[config.mk]
export PLATFORM = sky130hd
export DESIGN_NAME = pt_walker
export DESIGN_NICKNAME = d
export VERILOG_FILES = /design/src/rtl/pt_walker_pkg.sv /design/src/rtl/pt_walker_ctrl.sv /design/src/rtl/pt_walker_dp.sv /design/src/rtl/pt_walker.sv
export SDC_FILE = /design/constraint.sdc
export NUM_CORES = 1
export LEC_CHECK = 0
export BUFFER_PORTS_ARGS = -buffer_cell sky130_fd_sc_hd__buf_4
export CORE_MARGIN = 8
export CORE_UTILIZATION = 40
export DETAILED_ROUTE_END_ITERATION = 16
export GPL_ROUTABILITY_DRIVEN = 0
export PLACE_DENSITY = 0.72
export SYNTH_ARGS = -nofsm -noshare
export SYNTH_HDL_FRONTEND = slang
export SYNTH_SLANG_ARGS = --single-unit
[constraint.sdc]
create_clock -name clk -period 8.1 [get_ports clk]
set_clock_uncertainty 0.1 [all_clocks]
set_input_delay 0.405 -clock clk [delete_from_list [all_inputs] [get_ports clk]]
set_output_delay 0.405 -clock clk [all_outputs]
set_load 0.02 [all_outputs]
[src/rtl/pt_walker_pkg.sv]
package pt_walker_pkg;

  // Page table entry field positions that the walk decodes
  localparam int PTE_VALID   = 0;
  localparam int PTE_FO_LSB  = 1;   // withdraw bits for read, write, execute
  localparam int PTE_RE_BASE = 8;   // read enable, indexed by mode
  localparam int PTE_WE_BASE = 12;  // write enable, indexed by mode

  // Superpage decode and relocation
  localparam int SP_TAG_HI  = 42;
  localparam int SP_TAG_LO  = 41;
  localparam int SP_SRC_BIT = 40;
  localparam int SP_DST_BIT = 43;

  localparam logic [1:0] MODE_KERNEL = 2'd0;

  typedef enum logic [2:0] {
    FLT_NONE = 3'd0,
    FLT_ACV  = 3'd1,
    FLT_TNV  = 3'd2,
    FLT_FOR  = 3'd3,
    FLT_FOW  = 3'd4,
    FLT_FOE  = 3'd5
  } fault_e;

  typedef enum logic [1:0] {
    LVL_1 = 2'd0,
    LVL_2 = 2'd1,
    LVL_3 = 2'd2
  } level_e;

  typedef struct packed {
    logic   latchReq;
    logic   nextTable;
    logic   stopUpper;
    logic   finishLeaf;
    level_e lvl;
  } strobe_t;

  // One-hot need: bit 0 read, bit 1 write, bit 2 execute
  function automatic logic [2:0] accessNeed(input logic [1:0] acc);
    case (acc)
      2'd0:    return 3'b001;
      2'd1:    return 3'b010;
      default: return 3'b100;
    endcase
  endfunction

endpackage

[src/rtl/pt_walker_ctrl.sv]
module pt_walker_ctrl
  import pt_walker_pkg::*;
(
  input  logic    clk,
  input  logic    rstN,
  input  logic    reqValid,
  input  logic    earlyExit,
  input  logic    upperBad,
  input  logic    memReqReady,
  input  logic    memRspValid,
  output logic    reqReady,
  output logic    memReqValid,
  output logic    doneValid,
  output strobe_t stb
);

  typedef enum logic [2:0] {
    ST_IDLE,
    ST_L1,
    ST_L2,
    ST_L3,
    ST_DONE
  } state_e;

  state_e stateQ, stateD;
  logic   waitRsp;
  logic   walking;
  logic   rspHit;

  assign walking     = (stateQ == ST_L1) || (stateQ == ST_L2) || (stateQ == ST_L3);
  assign reqReady    = (stateQ == ST_IDLE);
  assign memReqValid = walking && !waitRsp;
  assign doneValid   = (stateQ == ST_DONE);
  assign rspHit      = walking && waitRsp && memRspValid;

  always_comb begin
    stb           = '0;
    stateD        = stateQ;
    stb.latchReq  = (stateQ == ST_IDLE) && reqValid;
    unique case (stateQ)
      ST_L2:   stb.lvl = LVL_2;
      ST_L3:   stb.lvl = LVL_3;
      default: stb.lvl = LVL_1;
    endcase
    unique case (stateQ)
      ST_IDLE: begin
        if (reqValid) stateD = earlyExit ? ST_DONE : ST_L1;
      end
      ST_L1, ST_L2: begin
        if (rspHit) begin
          if (upperBad) begin
            stb.stopUpper = 1'b1;
            stateD        = ST_DONE;
          end else begin
            stb.nextTable = 1'b1;
            stateD        = (stateQ == ST_L1) ? ST_L2 : ST_L3;
          end
        end
      end
      ST_L3: begin
        if (rspHit) begin
          stb.finishLeaf = 1'b1;
          stateD         = ST_DONE;
        end
      end
      default: stateD = ST_IDLE;
    endcase
  end

  always_ff @(posedge clk) begin
    if (!rstN) begin
      stateQ  <= ST_IDLE;
      waitRsp <= 1'b0;
    end else begin
      stateQ <= stateD;
      if (rspHit)
        waitRsp <= 1'b0;
      else if (memReqValid && memReqReady)
        waitRsp <= 1'b1;
    end
  end

endmodule

[src/rtl/pt_walker_dp.sv]
module pt_walker_dp
  import pt_walker_pkg::*;
#(
  parameter int ADDR_W     = 64,
  parameter int PAGE_BITS  = 13,
  parameter int VA_IMPL    = 43,
  parameter int IDX_BITS   = 10,
  parameter int NUM_LEVELS = 3,
  parameter int FRAME_LSB  = 32
) (
  input  logic              clk,
  input  logic              rstN,
  input  strobe_t           stb,
  input  logic [ADDR_W-1:0] reqVaddr,
  input  logic [1:0]        reqAccess,
  input  logic [1:0]        reqMode,
  input  logic [ADDR_W-1:0] ptBase,
  input  logic [ADDR_W-1:0] memRspData,
  output logic              earlyExit,
  output logic              upperBad,
  output logic [ADDR_W-1:0] memReqAddr,
  output logic [ADDR_W-1:0] donePaddr,
  output logic [2:0]        donePerm,
  output fault_e            doneFault
);

  localparam int HI_W       = ADDR_W - VA_IMPL;
  localparam int VA_USED    = PAGE_BITS + NUM_LEVELS * IDX_BITS;
  localparam int ENTRY_LOG2 = 3;

  logic [VA_USED-1:0] vaQ;
  logic [2:0]         needQ;
  logic [1:0]         modeQ;
  logic [ADDR_W-1:0]  baseQ;

  // Request-side decode
  logic              signOk;
  logic              superHit;
  logic [ADDR_W-1:0] spPaddr;

  assign signOk    = (reqVaddr[ADDR_W-1:VA_IMPL] == {HI_W{reqVaddr[ADDR_W-1]}});
  assign superHit  = reqVaddr[ADDR_W-1] && (reqVaddr[SP_TAG_HI:SP_TAG_LO] == 2'b10);
  assign earlyExit = !signOk || superHit;
  assign spPaddr   = ADDR_W'(reqVaddr[SP_SRC_BIT-1:0])
                   | (ADDR_W'(reqVaddr[SP_SRC_BIT]) << SP_DST_BIT);

  // Per-level index fields, highest level first
  logic [IDX_BITS-1:0] lvlIdx [NUM_LEVELS];
  for (genvar g = 0; g < NUM_LEVELS; g++) begin : g_idx
    localparam int LSB = PAGE_BITS + (NUM_LEVELS - 1 - g) * IDX_BITS;
    assign lvlIdx[g] = vaQ[LSB +: IDX_BITS];
  end

  logic [IDX_BITS-1:0] selIdx;
  always_comb begin
    unique case (stb.lvl)
      LVL_1:   selIdx = lvlIdx[0];
      LVL_2:   selIdx = lvlIdx[1];
      default: selIdx = lvlIdx[NUM_LEVELS-1];
    endcase
  end

  assign memReqAddr = baseQ + (ADDR_W'(selIdx) << ENTRY_LOG2);

  // Entry decode
  logic [ADDR_W-1:0] nextBase;
  assign nextBase = ADDR_W'(memRspData[ADDR_W-1:FRAME_LSB]) << PAGE_BITS;
  assign upperBad = !memRspData[PTE_VALID] || !memRspData[PTE_RE_BASE];

  logic       leafRe;
  logic       leafWe;
  logic [2:0] grant;
  logic [2:0] kept;
  fault_e     leafFault;

  assign leafRe = memRspData[PTE_RE_BASE + int'(modeQ)];
  assign leafWe = memRspData[PTE_WE_BASE + int'(modeQ)];
  assign grant  = {leafRe, leafWe, leafRe};
  assign kept   = grant & ~memRspData[PTE_FO_LSB +: 3];

  always_comb begin
    if (!memRspData[PTE_VALID])
      leafFault = FLT_TNV;
    else if ((grant & needQ) == 3'b000)
      leafFault = FLT_ACV;
    else if ((kept & needQ) == 3'b000) begin
      if (needQ[2])      leafFault = FLT_FOE;
      else if (needQ[1]) leafFault = FLT_FOW;
      else               leafFault = FLT_FOR;
    end else
      leafFault = FLT_NONE;
  end

  logic unusedRspBits;
  assign unusedRspBits = ^{memRspData[FRAME_LSB-1:PTE_WE_BASE+4],
                           memRspData[PTE_RE_BASE-1:PTE_FO_LSB+3]};

  always_ff @(posedge clk) begin
    if (!rstN) begin
      vaQ       <= '0;
      needQ     <= '0;
      modeQ     <= '0;
      baseQ     <= '0;
      donePaddr <= '0;
      donePerm  <= '0;
      doneFault <= FLT_NONE;
    end else begin
      if (stb.latchReq) begin
        vaQ   <= reqVaddr[VA_USED-1:0];
        needQ <= accessNeed(reqAccess);
        modeQ <= reqMode;
        baseQ <= ptBase;
        if (!signOk || (superHit && reqMode != MODE_KERNEL)) begin
          doneFault <= FLT_ACV;
          donePaddr <= '0;
          donePerm  <= '0;
        end else if (superHit) begin
          doneFault <= FLT_NONE;
          donePaddr <= spPaddr;
          donePerm  <= 3'b111;
        end
      end
      if (stb.nextTable)
        baseQ <= nextBase;
      if (stb.stopUpper) begin
        doneFault <= FLT_TNV;
        donePaddr <= '0;
        donePerm  <= '0;
      end
      if (stb.finishLeaf) begin
        doneFault <= leafFault;
        if (leafFault == FLT_NONE) begin
          donePaddr <= nextBase | ADDR_W'(vaQ[PAGE_BITS-1:0]);
          donePerm  <= kept;
        end else begin
          donePaddr <= '0;
          donePerm  <= '0;
        end
      end
    end
  end

endmodule

[src/rtl/pt_walker.sv]
module pt_walker
  import pt_walker_pkg::*;
#(
  parameter int ADDR_W    = 64,
  parameter int PAGE_BITS = 13,
  parameter int VA_IMPL   = 43,
  parameter int IDX_BITS  = 10
) (
  input  logic              clk,
  input  logic              rstN,
  input  logic              reqValid,
  output logic              reqReady,
  input  logic [ADDR_W-1:0] reqVaddr,
  input  logic [1:0]        reqAccess,
  input  logic [1:0]        reqMode,
  input  logic [ADDR_W-1:0] ptBase,
  output logic              memReqValid,
  input  logic              memReqReady,
  output logic [ADDR_W-1:0] memReqAddr,
  input  logic              memRspValid,
  input  logic [ADDR_W-1:0] memRspData,
  output logic              doneValid,
  output logic [ADDR_W-1:0] donePaddr,
  output logic [2:0]        donePerm,
  output logic [2:0]        doneFault
);

  strobe_t stb;
  logic    earlyExit;
  logic    upperBad;
  fault_e  faultQ;

  pt_walker_ctrl u_ctrl (
    .clk        (clk),
    .rstN       (rstN),
    .reqValid   (reqValid),
    .earlyExit  (earlyExit),
    .upperBad   (upperBad),
    .memReqReady(memReqReady),
    .memRspValid(memRspValid),
    .reqReady   (reqReady),
    .memReqValid(memReqValid),
    .doneValid  (doneValid),
    .stb        (stb)
  );

  pt_walker_dp #(
    .ADDR_W   (ADDR_W),
    .PAGE_BITS(PAGE_BITS),
    .VA_IMPL  (VA_IMPL),
    .IDX_BITS (IDX_BITS)
  ) u_dp (
    .clk       (clk),
    .rstN      (rstN),
    .stb       (stb),
    .reqVaddr  (reqVaddr),
    .reqAccess (reqAccess),
    .reqMode   (reqMode),
    .ptBase    (ptBase),
    .memRspData(memRspData),
    .earlyExit (earlyExit),
    .upperBad  (upperBad),
    .memReqAddr(memReqAddr),
    .donePaddr (donePaddr),
    .donePerm  (donePerm),
    .doneFault (faultQ)
  );

  assign doneFault = faultQ;

endmodule

---- Word level (Yosys, flattened, before mapping) ----
Cells that the tools add are included.
W data, S select, Z words.
operators by class
  add/sub/neg operators ................... 3
  mux-type cells .......................... 46
  bitwise operators ....................... 7
  $mul .................................... 0
  equality and inequality tests ........... 11
  shifts and indexed selects .............. 0
  reduce and logical (&&, ||, !) cells .... 31
  magnitude comparators ................... 2
  divide/modulo/power cells ............... 0
operators with widths
  cell                   number
  $mux W64               6
  $mux W45               2
  $add A64 B13 Y64       1
  $lt A32 B8 Y1 const B  2
  $mux W3                21
  $or A45 B13 Y45        1
  $or A40 B44 Y44        1
  $eq A20 B20 Y1         1
  $pmux W10 S2           1
  $bmux W1 S6            2
  $logic_not A3 Y1       4
  $add A4 B2 Y5 const A  2
  $and A3 B3 Y3          3
  $mux W1                9
  $pmux W3 S3            1
  $logic_and A1 B1 Y1    7
  $eq A3 B2 Y1 const B   2
  $pmux W3 S2            1
  $reduce_or A2 Y1       3
  $logic_or A1 B1 Y1     5
  $eq A2 B1 Y1 const B   2
  $logic_not A1 Y1       4
  $logic_not A2 Y1       2
  $mux W2                2
  other kinds (13)       15
storage, ports and cells
  memories ................................ 0
  flip-flop bits (word level) ............. 186
  bits in read-only memories .............. 0
  bits in writable memories ............... 0
  latch bits .............................. 0

---- Longest topological paths before layout ----
Gate-level depths: netlist (run 1).
  depth in word-level cells ............... 13
  depth in mapped cells ................... 14
  gate-level depth less buffers ........... 11

---- By module ----
From an unflattened synthesis (run 1), not the netlist that was laid out.
unflattened totals
  cells, all modules ...................... 1,043
  area, all modules ....................... 8,971.1 µm²
modules (own cells, without submodules)
  module          cells each  sequential area each (µm²)  times used  area an instance (µm²)
  pt_walker_dp    1,004       3,263.1                     1           8,637.0
  pt_walker_ctrl  39          80.1                        1           334.1

---- Worst setup path before layout (run 1) ----
OpenSTA, ideal clock, no wires.
  kind .................................... register to output
  from .................................... register u_ctrl.stateQ[0]
  to ...................................... output port memReqAddr[43]
  slack ................................... 3.809 ns
  cell stages (with the launch flop) ...... 13
  arrival time ............................ 3.786 ns
  cell sequence ........................... dfxtp_1 > clkbuf_1 > clkbuf_1 > mux2i_1 > o21ai_0 > ha_1 > fa_1 > a21o_1 > a221oi_1 > a2bb2oi_1 > nor2_1 > and4_1 > xor2_1
on the way
  word-level cells in the longest chain between the ends .. 5
  elaborated cells on any way between the ends .. 7
  classes of those cells .................. add/sub (1); eq/ne (3); mux (2); reduce/logical (1)
RTL lines
  what                                                     line                  RTL
  start, declared                                          pt_walker_ctrl.sv:25  state_e stateQ, stateD;
  start signal, assigned                                   pt_walker_ctrl.sv:75  stateQ <= stateD;
  $eq A3 B2 Y1                                             pt_walker_ctrl.sv:40  unique case (stateQ)
  $pmux W2 S2 (*)                                          pt_walker_ctrl.sv:40
  $eq A2 B1 Y1 / $logic_not A2 Y1 (equally long branches)  pt_walker_dp.sv:56    unique case (stb.lvl)
  $pmux W10 S2 (*)                                         pt_walker_dp.sv:56
  $add A64 B13 Y64 (*)                                     pt_walker_dp.sv:63    assign memReqAddr = baseQ + (ADDR_W'(selIdx) << ENTRY_LOG2);
  end, declared                                            pt_walker.sv:19       output logic [ADDR_W-1:0] memReqAddr,
Mark *: on every way between the ends. The rest lies on a longest branch, timed or not.

---- Final worst setup path (run 1) ----
Ends and elaborated chain as after synthesis.

==> metrics.md, run 1 <==
| Metric | Value |
|---|---|
| Status | completed |
| Most area-consuming cells after synthesis | dfxtp_1 (38%), nand2_1 (13%), a21oi_1 (4.8%) |
| Compound-Gate Fraction of Synth Area | 0.233 |
| Synth Register Bits | about 170 |
| Critical-path cell list | mux2i_1, o21ai_0, ha_1, fa_1, a21o_1, a221oi_1, a2bb2oi_1, buf_4, nor2_1, and4_1, xor2_1, buf_4 |
| Io pins | 338 |
| Die area | approximately 27000 um2 |
| RSZ-0062 raised after global routing | no |
| Worst R2R Setup Slack | ~4.5 ns |
| Wire length of the first global-routing pass | 48.1 mm |
| FFs w/ async S/R, synth | 0 |
| Vias per inst | 5.45 |
| DRT Pass-1 Iters | 7 |
| CTS HTree Levels | 4 |
| Proportion of layout cells with a drive suffix above 1 | 0.251 |
| Hold Path Class | in -> reg |
| Synth warnings | 0 |
| Simple logic cell fraction of the synthesized area | 0.238 |
| Skew-Pair Late Insertion Delay | 0.42 ns |
| DP Wirelength | between 20 and 25 mm |
| Synth unique cells | slightly below 60 |
| Dpl cells | approximately 1700 |
| Final setup viols | 0 |
| Post-Synth Adder-Cell Area | 0.0163 |
| Most frequent CP cell | buf_4 |
| Worst-path clk slew | approximately 0.070 ns |
| Post-layout util | 0.539 |
| Post-synth EDFFs | 0 |
| Max IR drop VDD | between 0.1 and 0.15 mV |
| Initial antenna violation count | 0 |
| Synth top area share | 0.376 |
| WS Path Type | reg -> out |
| Initial drt markers | approximately 900 |
| Sequential-to-total area share from yosys stat | 0.376 |
| Power density cells | 178 nW/um2 |
| XOR/XNOR Fraction of Synth Area | 0.0591 |
| WP buf/inv | 2 |
| Vias | just over 9000 |
| CP max FO | 21 |
| Mean routed wirelength per cell | 18.9 um |
| Initial Util | 0.407 |
| Cells after synthesis | roughly 1200 |
| Largest net degree at the start of global routing | 95 |
| Synthesized area per cell | approximately 7.7 um2 |
| Area growth syn-to-layout | 32.3% |
| Cts-stage hold buffer count | 0 |
| Wirelength, routed | roughly 32 mm |
| DRC | 0 |
| Ys flop type | dfxtp_1 |
| Fmax | roughly 0.2 GHz |
| Data arrival, critical path | between 4 and 5 ns |
| Tcrit/Tclk final | 0.630 |
| Cell area after synthesis | ~8900 um2 |
| Core area | between 20000 and 25000 um2 |
| CP endpoint kind | primary output |
| Leak Pwr | ~5.3 nW |
| TNS Setup | 0 ns |
| Gr ovfl total | 0 |
| Largest family of logic cells by synthesized area | simple AND/OR/NAND/NOR gates |
| Die Ht | 165 um |
| Relative slew slack | 0.289 |
| Die width | around 170 um |
| Max Cap Viol | 0 |
| Post-CTS Resized | 0 |
| PortBufs | ~300 |
| TritonCTS sink count | 167 |
| Area of the multi-input gates | around 5000 um2 |
| Clock Tree Root | clkbuf_16 |
| Mux share of post-synthesis cell area | 0.0175 |
| Vias in the first global route | about 9000 |
| Detail Route Antenna Nets | 0 |
| # diodes | 0 |
| Slew @ Worst Pin | about 1.1 ns |
| Critical Path Slowest Stage Cell | dfxtp_1 |
| Final Hold Viols | 0 |
| FILL cells | between 2000 and 2500 |
| Sequential cell area | 3340 um2 |
| Critical Path RT | between 7 and 8 ns |
| Num CTS Buffers | 17 |
| CP delay by family, top | compound AO/OA/AOI/OAI gates |
| Startpoint Class | flip-flop |
| Post-route minimum period | slightly above 5 ns |
| CTS tree | yes |
| Setup Buffers After CTS | 0 |
| Total track usage | 0.223 |
| Cell taking the most area after synthesis | dfxtp_1 |
| Max-slew violations | 0 |
| Rows | 54 |
| Bufs on Longest Clock Path | 2 |
| CP peak stage delay | roughly 1.0 ns |
| Fin cells | approximately 1700 |
| Final net count | approximately 1600 |
[tightest hold or removal path: stages]
cell	delay (ns)
buf_4	0.11
nand2_1	0.05
a21oi_1	0.05
[power by group]
| group | internal (mW) | leakage [nW] | total (mW) | switching, mW |
|---|---|---|---|---|
| sequential | 0.866 | 1.37 | 0.903 | 0.0362 |
| combinational | 0.168 | 3.65 | 0.380 | 0.212 |
| clock | 0.443 | 0.281 | 0.810 | 0.367 |
[layout by cell type, fill, tap and decap left out, types with 3 or more instances in the layout]
master,n
o211a_1,33
buf_4,308
a21boi_0,49
clkbuf_16,17
or3_1,4
nor3_1,12
inv_6,4
nor3b_1,3
and3_1,8
nor4_1,3
or4_1,6
ha_1,10
and2_1,3
xnor2_1,37
inv_8,3
a31oi_1,4
a21oi_1,85
nand2_1,314
conb_1,19
nor4b_1,3
nor2b_1,3
xor2_1,23
nand2b_1,7
nand4_1,13
and4_1,6
nor2_1,27
o31ai_1,45
dfxtp_1,167
inv_1,11
o211ai_1,4
mux2i_1,11
o21ai_1,6
nand3_1,51
nand3b_1,4
o21ai_0,57
a21o_1,9
[registers in the layout, summed over array words and instances, names as in the netlist]
register and cells:
u_dp.doneFault 3, u_dp.baseQ 64, u_dp.modeQ 2, u_ctrl.stateQ 3
u_ctrl.waitRsp 1, u_dp.vaQ 43, u_dp.donePerm 3, u_dp.needQ 3
u_dp.donePaddr 45
[synth_stat cells (4+ instances only)]
cell type	count
nand2_1	315
dfxtp_1	167
a21oi_1	86
clkbuf_1	73
o21ai_0	57
nand3_1	51
a21boi_0	50
o31ai_1	45
xnor2_1	37
o211a_1	33
nor2_1	27
xor2_1	23
buf_4	22
nand4_1	13
nor3_1	12
inv_1	11
mux2i_1	11
ha_1	10
a21o_1	9
buf_1	9
and3_1	8
nand2b_1	7
o21ai_1	7
and4_1	6
or4_1	6
or3_1	5
a31oi_1	4
and2_1	4
nand3b_1	4
o211ai_1	4
[final timing paths]
| path | from | end | cells past startpoint |
|---|---|---|---|
| worst max-delay path | u_ctrl.stateQ[0] | memReqAddr[43] | 12 |
| worst min-delay path | ptBase[5] | u_dp.baseQ[5] | 3 |
| worst max register to register | u_ctrl.stateQ[0] | u_dp.donePaddr[32] | 8 |
| worst min register to register | u_dp.vaQ[7] | u_dp.donePaddr[7] | 2 |
[cell type report]
type                    count  area share
repair buffers            308       0.197
clock buffers              19      0.0377
inverters                  11     0.00351
well taps                 280      0.0298
clock inverters            13      0.0116
multi-input cells         892       0.436
flip-flops and latches    167       0.284
[cells by family after synthesis]
logic type / count (synthesis)
other: 1
xor gates and xnor gates: 60
muxes: 13
adders and majority gates: 11
AOI/OAI and AO/OA: 312
buffers and inverters: 117
and+or+nand+nor: 477
DFF: 167
[layer usage]
layer | vias to the layer above | share of wire | track usage
met2 | 384 | 0.46 | 0.356
met1 | 4325 | 0.43 | 0.297
li1 | 4466 | - | -
met5 | - | 0 | 0
met4 | 0 | 0.017 | 0.0536
met3 | 35 | 0.089 | 0.0573
[stage by stage]
| step | power (mW) | instance area (um2) | hold WS (ns) | setup slack (ns) |
|---|---|---|---|---|
| 3_5_place_dp | 1.30 | 11200 | 0.346 | 3.51 |
| 5_1_grt | 2.18 | 11800 | 0.107 | 2.77 |
| 6_report | 2.09 | 11800 | 0.126 | 2.99 |
| 4_1_cts | 2.11 | 11800 | 0.108 | 3.06 |
| 3_3_place_gp | 1.30 | 11200 | 0.340 | 3.49 |
| 2_1_floorplan | 1.12 | 8960 | 0.330 | 3.81 |
Power figures use the tool's default switching activity.
==> run 2, diff against run 1 <==
--- a/config.mk
+++ b/config.mk
@@ -10,7 +10,7 @@
 export CORE_UTILIZATION = 40
 export DETAILED_ROUTE_END_ITERATION = 16
 export GPL_ROUTABILITY_DRIVEN = 0
-export PLACE_DENSITY = 0.72
+export PLACE_DENSITY = 0.75
 export SYNTH_ARGS = -nofsm -noshare
 export SYNTH_HDL_FRONTEND = slang
 export SYNTH_SLANG_ARGS = --single-unit
==> constraint.sdc (replaced) <==
create_clock -name clk -period 4.6 [get_ports clk]
set_clock_uncertainty 0.1 [all_clocks]
set_input_delay 0.23 -clock clk [delete_from_list [all_inputs] [get_ports clk]]
set_output_delay 0.23 -clock clk [all_outputs]
set_load 0.02 [all_outputs]
==> metrics.md, run 2 (synthesis gave the netlist of run 1 again) <==
| Metric | Value |
|---|---|
| Detail Route Antenna Nets | 0 (unchanged) |
| Data arrival, critical path | 4.04 ns (-0.56 ns) |
| Worst-path clk slew | 0.08 ns (about the same) |
| Gr ovfl total | 0 (unchanged) |
| Power density cells | 291 nW/um2 (+64%) |
| CP max FO | 20 (-4.8%) |
| DRT Pass-1 Iters | 5 (-2) |
| CP endpoint kind | primary output |
| Hold Crit Start | ptBase[24] |
| RR Startpoint | u_ctrl.stateQ[0] |
| CTS HTree Levels | 4 (unchanged) |
| PortBufs | 298 (unchanged) |
| Fmax | roughly 0.23 GHz |
| Max Cap Viol | 0 (unchanged) |
| Relative slew slack | 0.306 (+0.0170) |
| WS Path Type | reg -> out |
| Seq pwr share | 0.423 (-0.008) |
| Io pins | 338 (unchanged) |
| Worst R2R Setup Slack | 1.12 ns (-3.39 ns) |
| Status | completed |
| DP Wirelength | 23.8 mm (+0.75%) |
| Post-route minimum period | about 4.4 ns |
| Num CTS Buffers | 17 (unchanged) |
| Setup Buffers After CTS | 0 (unchanged) |
| RSZ-0062 raised after global routing | no |
| Net Sw Frac | 0.306 (+0.0119) |
| Skew-Pair Late Insertion Delay | 0.43 ns (about the same) |
| Die area | 27200 um2 (unchanged) |
| Internal Power | 2.61 mW (+77%) |
| Vias | 9881 (+7.3%) |
| Startpoint Class | flip-flop |
| Max-slew violations | 0 (unchanged) |
| TritonCTS sink count | 167 (unchanged) |
| Max IR drop VDD | 0.217 mV (+71%) |
| Die Ht | 165 um (unchanged) |
| Clk pwr share | 0.376 (-0.011) |
| Mean routed wirelength per cell | 18.6 um (-1.7%) |
| Largest Register | u_dp.baseQ |
| Core area | 21800 um2 (unchanged) |
| CTS tree | yes |
| Slew @ Worst Pin | 1.04 ns (-0.0255 ns) |
| TNS Setup | 0 ns (unchanged) |
| Proportion of layout cells with a drive suffix above 1 | 0.237 (-0.0143) |
| Initial drt markers | 1001 (+11%) |
| Total track usage | 0.234 (+0.0112) |
| Crit Reg-Reg Endpoint | u_dp.needQ[1] |
| Initial Util | 0.407 (unchanged) |
| Final setup viols | 0 (unchanged) |
| Die width | 165 um (unchanged) |
| Largest net degree at the start of global routing | 105 (+11%) |
| WHS Endpoint | u_dp.baseQ[24] |
| Clock Tree Root | clkbuf_16 |
| Hold Path Cell Cnt | 4 (+1) |
| Rows | 54 (unchanged) |
| Area growth syn-to-layout | 45.4% |
| Tcrit/Tclk final | 0.950 |
| Largest regs | u_dp.baseQ x64, u_dp.donePaddr x45, u_dp.vaQ x43 |
| R2R depth | 7 (-1) |
| DRC | 0 (unchanged) |
| Initial antenna violation count | 0 (unchanged) |
| Post-layout util | 0.592 (+0.0534) |
| Max reg flops | 64 (unchanged) |
| Leak Pwr | 5.79 nW (+9.2%) |
| Wire length of the first global-routing pass | 50.7 mm (+5.3%) |
| Most frequent cells in the layout | nand2_1 (314), buf_4 (311), dfxtp_1 (166) |
| Vias per inst | 5.47 (+0.45%) |
| P_sw | 1.15 mW (+87%) |
| Gate power share | 0.201 (+0.019) |
| Vias in the first global route | 9407 (+6.5%) |
| Wirelength, routed | 33.6 mm (+5.0%) |
| Critical Path RT | 4.27 ns (-3.33 ns) |
| Hold Path Class | in -> reg |
| Bufs on Longest Clock Path | 2 (unchanged) |
| Final net count | 1724 (+7.1%) |
| Final Hold Viols | 0 (unchanged) |
| Commonest non-fill, non-tap cell in the layout | nand2_1 |
| # diodes | 0 (unchanged) |
==> run 2: changes by cell type in the layout (fill, tap and decap cells not counted), moves of 2 or more <==
cell,change
dlygate4sd3_1,+112
buf_4,+3
clkinv_8,+3
clkinv_4,+2
==> run 2: repair_timing <==
action | CTS | global route
hold buffers | 112 | 0
endpoints found under the hold margin | 140 | 0
gates resized for setup | 1 | 3
endpoints found under the setup margin | 5 | 10
==> run 2: worst max-delay path by stage <==
stage | start | to | slack (ns) | depth (start not counted)
6_report | u_ctrl.stateQ[1] | memReqAddr[59] | 0.23 | 13
3_5_place_dp | u_ctrl.stateQ[2] | memReqAddr[57] | 0.45 | 12
2_1_floorplan | u_ctrl.stateQ[0] | memReqAddr[43] | 0.48 | 12
4_1_cts | u_ctrl.stateQ[0] | memReqAddr[57] | 0.14 | 12
5_1_grt | u_ctrl.stateQ[1] | memReqAddr[57] | 0.03 | 13
3_3_place_gp | u_ctrl.stateQ[2] | memReqAddr[48] | 0.57 | 10
==> run 2: critical path: stages (launching register included) <==
cell,delay (ns)
dfxtp_1,0.57
nand2b_4,0.21
nand2_1,0.12
o21ai_0,0.09
ha_1,0.23
fa_1,0.41
a21o_1,0.23
a221oi_1,0.48
a2bb2oi_1,0.26
buf_4,0.20
or3_1,0.33
nand2b_1,0.17
xnor2_1,0.12
buf_4,0.16
==> run 2: cell type report <==
cell class / instances / area, um2
fillers: 1890 / 8900
multi-input cells: 892 / 5150
repair buffers: 423 / 3460
flip-flops and latches: 167 / 3340
clock buffers: 17 / 425
well taps: 280 / 350
clock inverters: 15 / 160
inverters: 11 / 41.3
==> run 2: power groups by stage <==
stage | Combinational [mW] | Clock [mW] | Sequential (mW)
after CTS | 0.750 | 1.44 | 1.59
after global routing | 0.814 | 1.50 | 1.60
final | 0.757 | 1.41 | 1.59
after global placement | 0.662 | 0 | 1.62
after floorplan | 0.341 | 0 | 1.63
after detailed placement | 0.669 | 0 | 1.62
==> run 2: metrics by stage <==
stage          hold WS, ns  total power [mW]  setup slack, ns  instances  cell area, um2
2_1_floorplan        0.264              1.97            0.484       1176            8960
3_3_place_gp         0.340              2.28            0.565       1661           11200
3_5_place_dp         0.343              2.29            0.455       1661           11200
4_1_cts             0.0196              3.78            0.144       1805           12900
5_1_grt             0.0262              3.92           0.0252       1805           12900
6_report            0.0367              3.76            0.229       1805           12900
==> run 2: metal layers <==
metal | vias up | share of wire | track usage
met5 | - | 0 | 0
met2 | 488 | 0.45 | 0.365
li1 | 4690 | - | -
met3 | 97 | 0.081 | 0.0528
met1 | 4606 | 0.42 | 0.300
met4 | 0 | 0.045 | 0.119
==> run 3, diff against run 2 <==
--- a/config.mk
+++ b/config.mk
@@ -5,7 +5,7 @@
 export SDC_FILE = /design/constraint.sdc
 export NUM_CORES = 1
 export LEC_CHECK = 0
-export BUFFER_PORTS_ARGS = -buffer_cell sky130_fd_sc_hd__buf_4
+export BUFFER_PORTS_ARGS = -buffer_cell sky130_fd_sc_hd__buf_2
 export CORE_MARGIN = 8
 export CORE_UTILIZATION = 40
 export DETAILED_ROUTE_END_ITERATION = 16
==> metrics.md, run 3 (synthesis gave the netlist of run 1 again) <==
| Metric | Value |
|---|---|
| CP endpoint kind | primary output |
| Io pins | 338 (unchanged) |
| Die width | 165 um (unchanged) |
| Bufs on Longest Clock Path | 2 (unchanged) |
| Final Hold Viols | 0 (unchanged) |
| Proportion of layout cells with a drive suffix above 1 | 0.238 (+0.00159) |
| Die Ht | 165 um (unchanged) |
| Largest Register | u_dp.baseQ |
| RSZ-0062 raised after global routing | no |
| Initial Util | 0.407 (unchanged) |
| Hold Path Class | in -> reg |
| Leak Pwr | 5.60 nW (-3.3%) |
| Vias per inst | 5.48 (about the same) |
| DRT Pass-1 Iters | 7 (+2) |
| Max reg flops | 64 (unchanged) |
| Hold Path Cell Cnt | 2 (-2) |
| Vias | 9878 (-0.030%) |
| Final setup viols | 0 (unchanged) |
| PortBufs | 298 (unchanged) |
| DP Wirelength | 23.8 mm (-0.18%) |
| Post-route minimum period | 4.31 ns (-0.0602 ns) |
| Post-layout util | 0.557 (-0.0354) |
| Detail Route Antenna Nets | 0 (unchanged) |
| P_sw | 1.16 mW (+0.45%) |
| Rows | 54 (unchanged) |
| Net Sw Frac | 0.309 (+0.00307) |
| Met3 WL | 2.86 mm (+5.3%) |
| Worst-path clk slew | 0.07 ns (about the same) |
| Power density cells | 308 nW/um2 (+5.8%) |
| Top Metal Used | met4 |
| Fin cells | 1803 (-0.11%) |
| Largest net degree at the start of global routing | 93 (-11%) |
| CP max FO | 20 (unchanged) |
| Commonest non-fill, non-tap cell in the layout | nand2_1 |
| Critical-path cell list | nand2b_2, nand2_1, o21ai_0, ha_1, fa_1, a21o_1, a221oi_2, a2bb2oi_1, buf_4, or3_1, nand2b_1, xnor2_1, buf_2 |
| WL met2 | 15.5 mm (+2.1%) |
| Max-slew violations | 0 (unchanged) |
| Critical Path Slowest Stage Cell | dfxtp_1 |
| Data arrival, critical path | 3.98 ns (-0.06 ns) |
| Wire length of the first global-routing pass | 51.6 mm (+1.7%) |
| Gate power share | 0.180 (-0.021) |
| Seq pwr share | 0.425 (+0.002) |
| Relative slew slack | 0.326 (+0.0195) |
| Vias in the first global route | 9771 (+3.9%) |
| TNS Setup | 0 ns (unchanged) |
| Initial antenna violation count | 3 (+3) |
| Dpl cells | 1661 (unchanged) |
| Fmax | 0.232 GHz (+1.4%) |
| Slew @ Worst Pin | 1.01 ns (-0.0292 ns) |
| Largest regs | u_dp.baseQ x64, u_dp.donePaddr x45, u_dp.vaQ x43 |
| Gr ovfl total | 0 (unchanged) |
| Area of the multi-input gates | 5150 um2 (about the same) |
| Final net count | 1718 (-0.35%) |
| Most frequent cells in the layout | nand2_1 (314), buf_2 (297), dfxtp_1 (166) |
| Area growth syn-to-layout | 36.7% |
| Sequential cell area | 3340 um2 (unchanged) |
| CTS tree | yes |
| Critical Path RT | 4.27 ns (about the same) |
| Skew-Pair Late Insertion Delay | 0.43 ns (about the same) |
| Die area | 27200 um2 (unchanged) |
| Total track usage | 0.238 (+0.00336) |
| CTS HTree Levels | 4 (unchanged) |
| M1 wire length | 13.9 mm (-1.9%) |
| Max IR drop VDD | 0.196 mV (-9.6%) |
| DRC | 0 (unchanged) |
| Clock Tree Root | clkbuf_16 |
| Clk pwr share | 0.394 (+0.018) |
| R2R depth | 8 (+1) |
| Tcrit/Tclk final | 0.937 (-0.0131) |
| TritonCTS sink count | 167 (unchanged) |
| Setup Buffers After CTS | 0 (unchanged) |
| Max Cap Viol | 0 (unchanged) |
| Wirelength, routed | 33.6 mm (about the same) |
| Internal Power | 2.58 mW (-0.99%) |
| Initial drt markers | 921 (-8.0%) |
| Startpoint Class | flip-flop |
| Num CTS Buffers | 17 (unchanged) |
| Core area | 21800 um2 (unchanged) |
| Status | completed |
| FILL cells | 1974 (+4.4%) |
| WS Path Type | reg -> out |
| Mean routed wirelength per cell | 18.6 um (about the same) |
| CP peak stage delay | 0.56 ns (about the same) |
==> run 3: cell types whose count changed in the layout (fill, tap and decap cells not counted), sizes merged <==
| cell | change |
|---|---|
| bufinv | +1 |
| clkinvlp | +1 |
| inv | -1 |
| dlygate4sd3 | -6 |
| clkinv | -1 |
| diode | +4 |
==> run 3: what timing repair did <==
| item | in CTS | in global routing |
|---|---|---|
| setup endpoints to repair | 0 | 36 |
| gates resized for setup | 0 | 4 |
| hold buffers | 106 | 0 |
| hold endpoints to repair | 130 | 0 |
==> run 3: critical path: cells and delay by family (launching register included) <==
kind / cells / cell delay, ns
AO/OA/AOI/OAI: 4 / 0.94
flip-flops: 1 / 0.56
buffers and inverters: 2 / 0.37
adder cells (fa/ha/maj): 2 / 0.65
XOR/XNOR: 1 / 0.11
AND/OR/NAND/NOR: 4 / 0.91
==> run 3: worst paths after layout <==
check | slack (ns) | startpoint | end
worst min register to register | 0.35 | u_dp.donePaddr[41] | u_dp.donePaddr[41]
worst min-delay path | 0.02 | memRspData[53] | u_dp.baseQ[34]
worst max register to register | 1.55 | u_ctrl.stateQ[0] | u_dp.donePaddr[26]
worst max-delay path | 0.29 | u_ctrl.stateQ[1] | memReqAddr[59]
==> run 3: final cells by class <==
| class | count | area share |
|---|---|---|
| timing repair buffer | 417 | 0.218 |
| clock inverter | 15 | 0.0148 |
| multi-input combinational | 892 | 0.424 |
| sequential | 167 | 0.275 |
| inverter | 11 | 0.00340 |
| antenna | 4 | 0.000824 |
| tap | 280 | 0.0288 |
| clock buffer | 17 | 0.0350 |
==> run 3: per-stage QoR <==
stage          cell area (um2)  hold slack [ns]  worst slack, ns  power [mW]
2_1_floorplan             8960            0.264            0.484        1.97
3_3_place_gp             10500            0.337            0.546        2.20
3_5_place_dp             10500            0.345            0.496        2.21
4_1_cts                  12100          0.00821          0.00470        3.75
5_1_grt                  12100           0.0128           0.0110        3.90
6_report                 12200           0.0207            0.289        3.74
==> run 3: routing by layer <==
| layer | vias to the layer above | track usage |
|---|---|---|
| met5 | - | 0 |
| met4 | 0 | 0.104 |
| met3 | 101 | 0.0506 |
| met2 | 503 | 0.383 |
| met1 | 4583 | 0.303 |
| li1 | 4691 | - |
==> run 3: power groups by stage <==
| stage | clock network [mW] | registers, mW | logic [mW] |
|---|---|---|---|
| after floorplan | 0 | 1.63 | 0.341 |
| after global placement | 0 | 1.62 | 0.584 |
| after detailed placement | 0 | 1.62 | 0.592 |
| after CTS | 1.50 | 1.59 | 0.666 |
| after global routing | 1.57 | 1.60 | 0.731 |
| final | 1.48 | 1.59 | 0.674 |
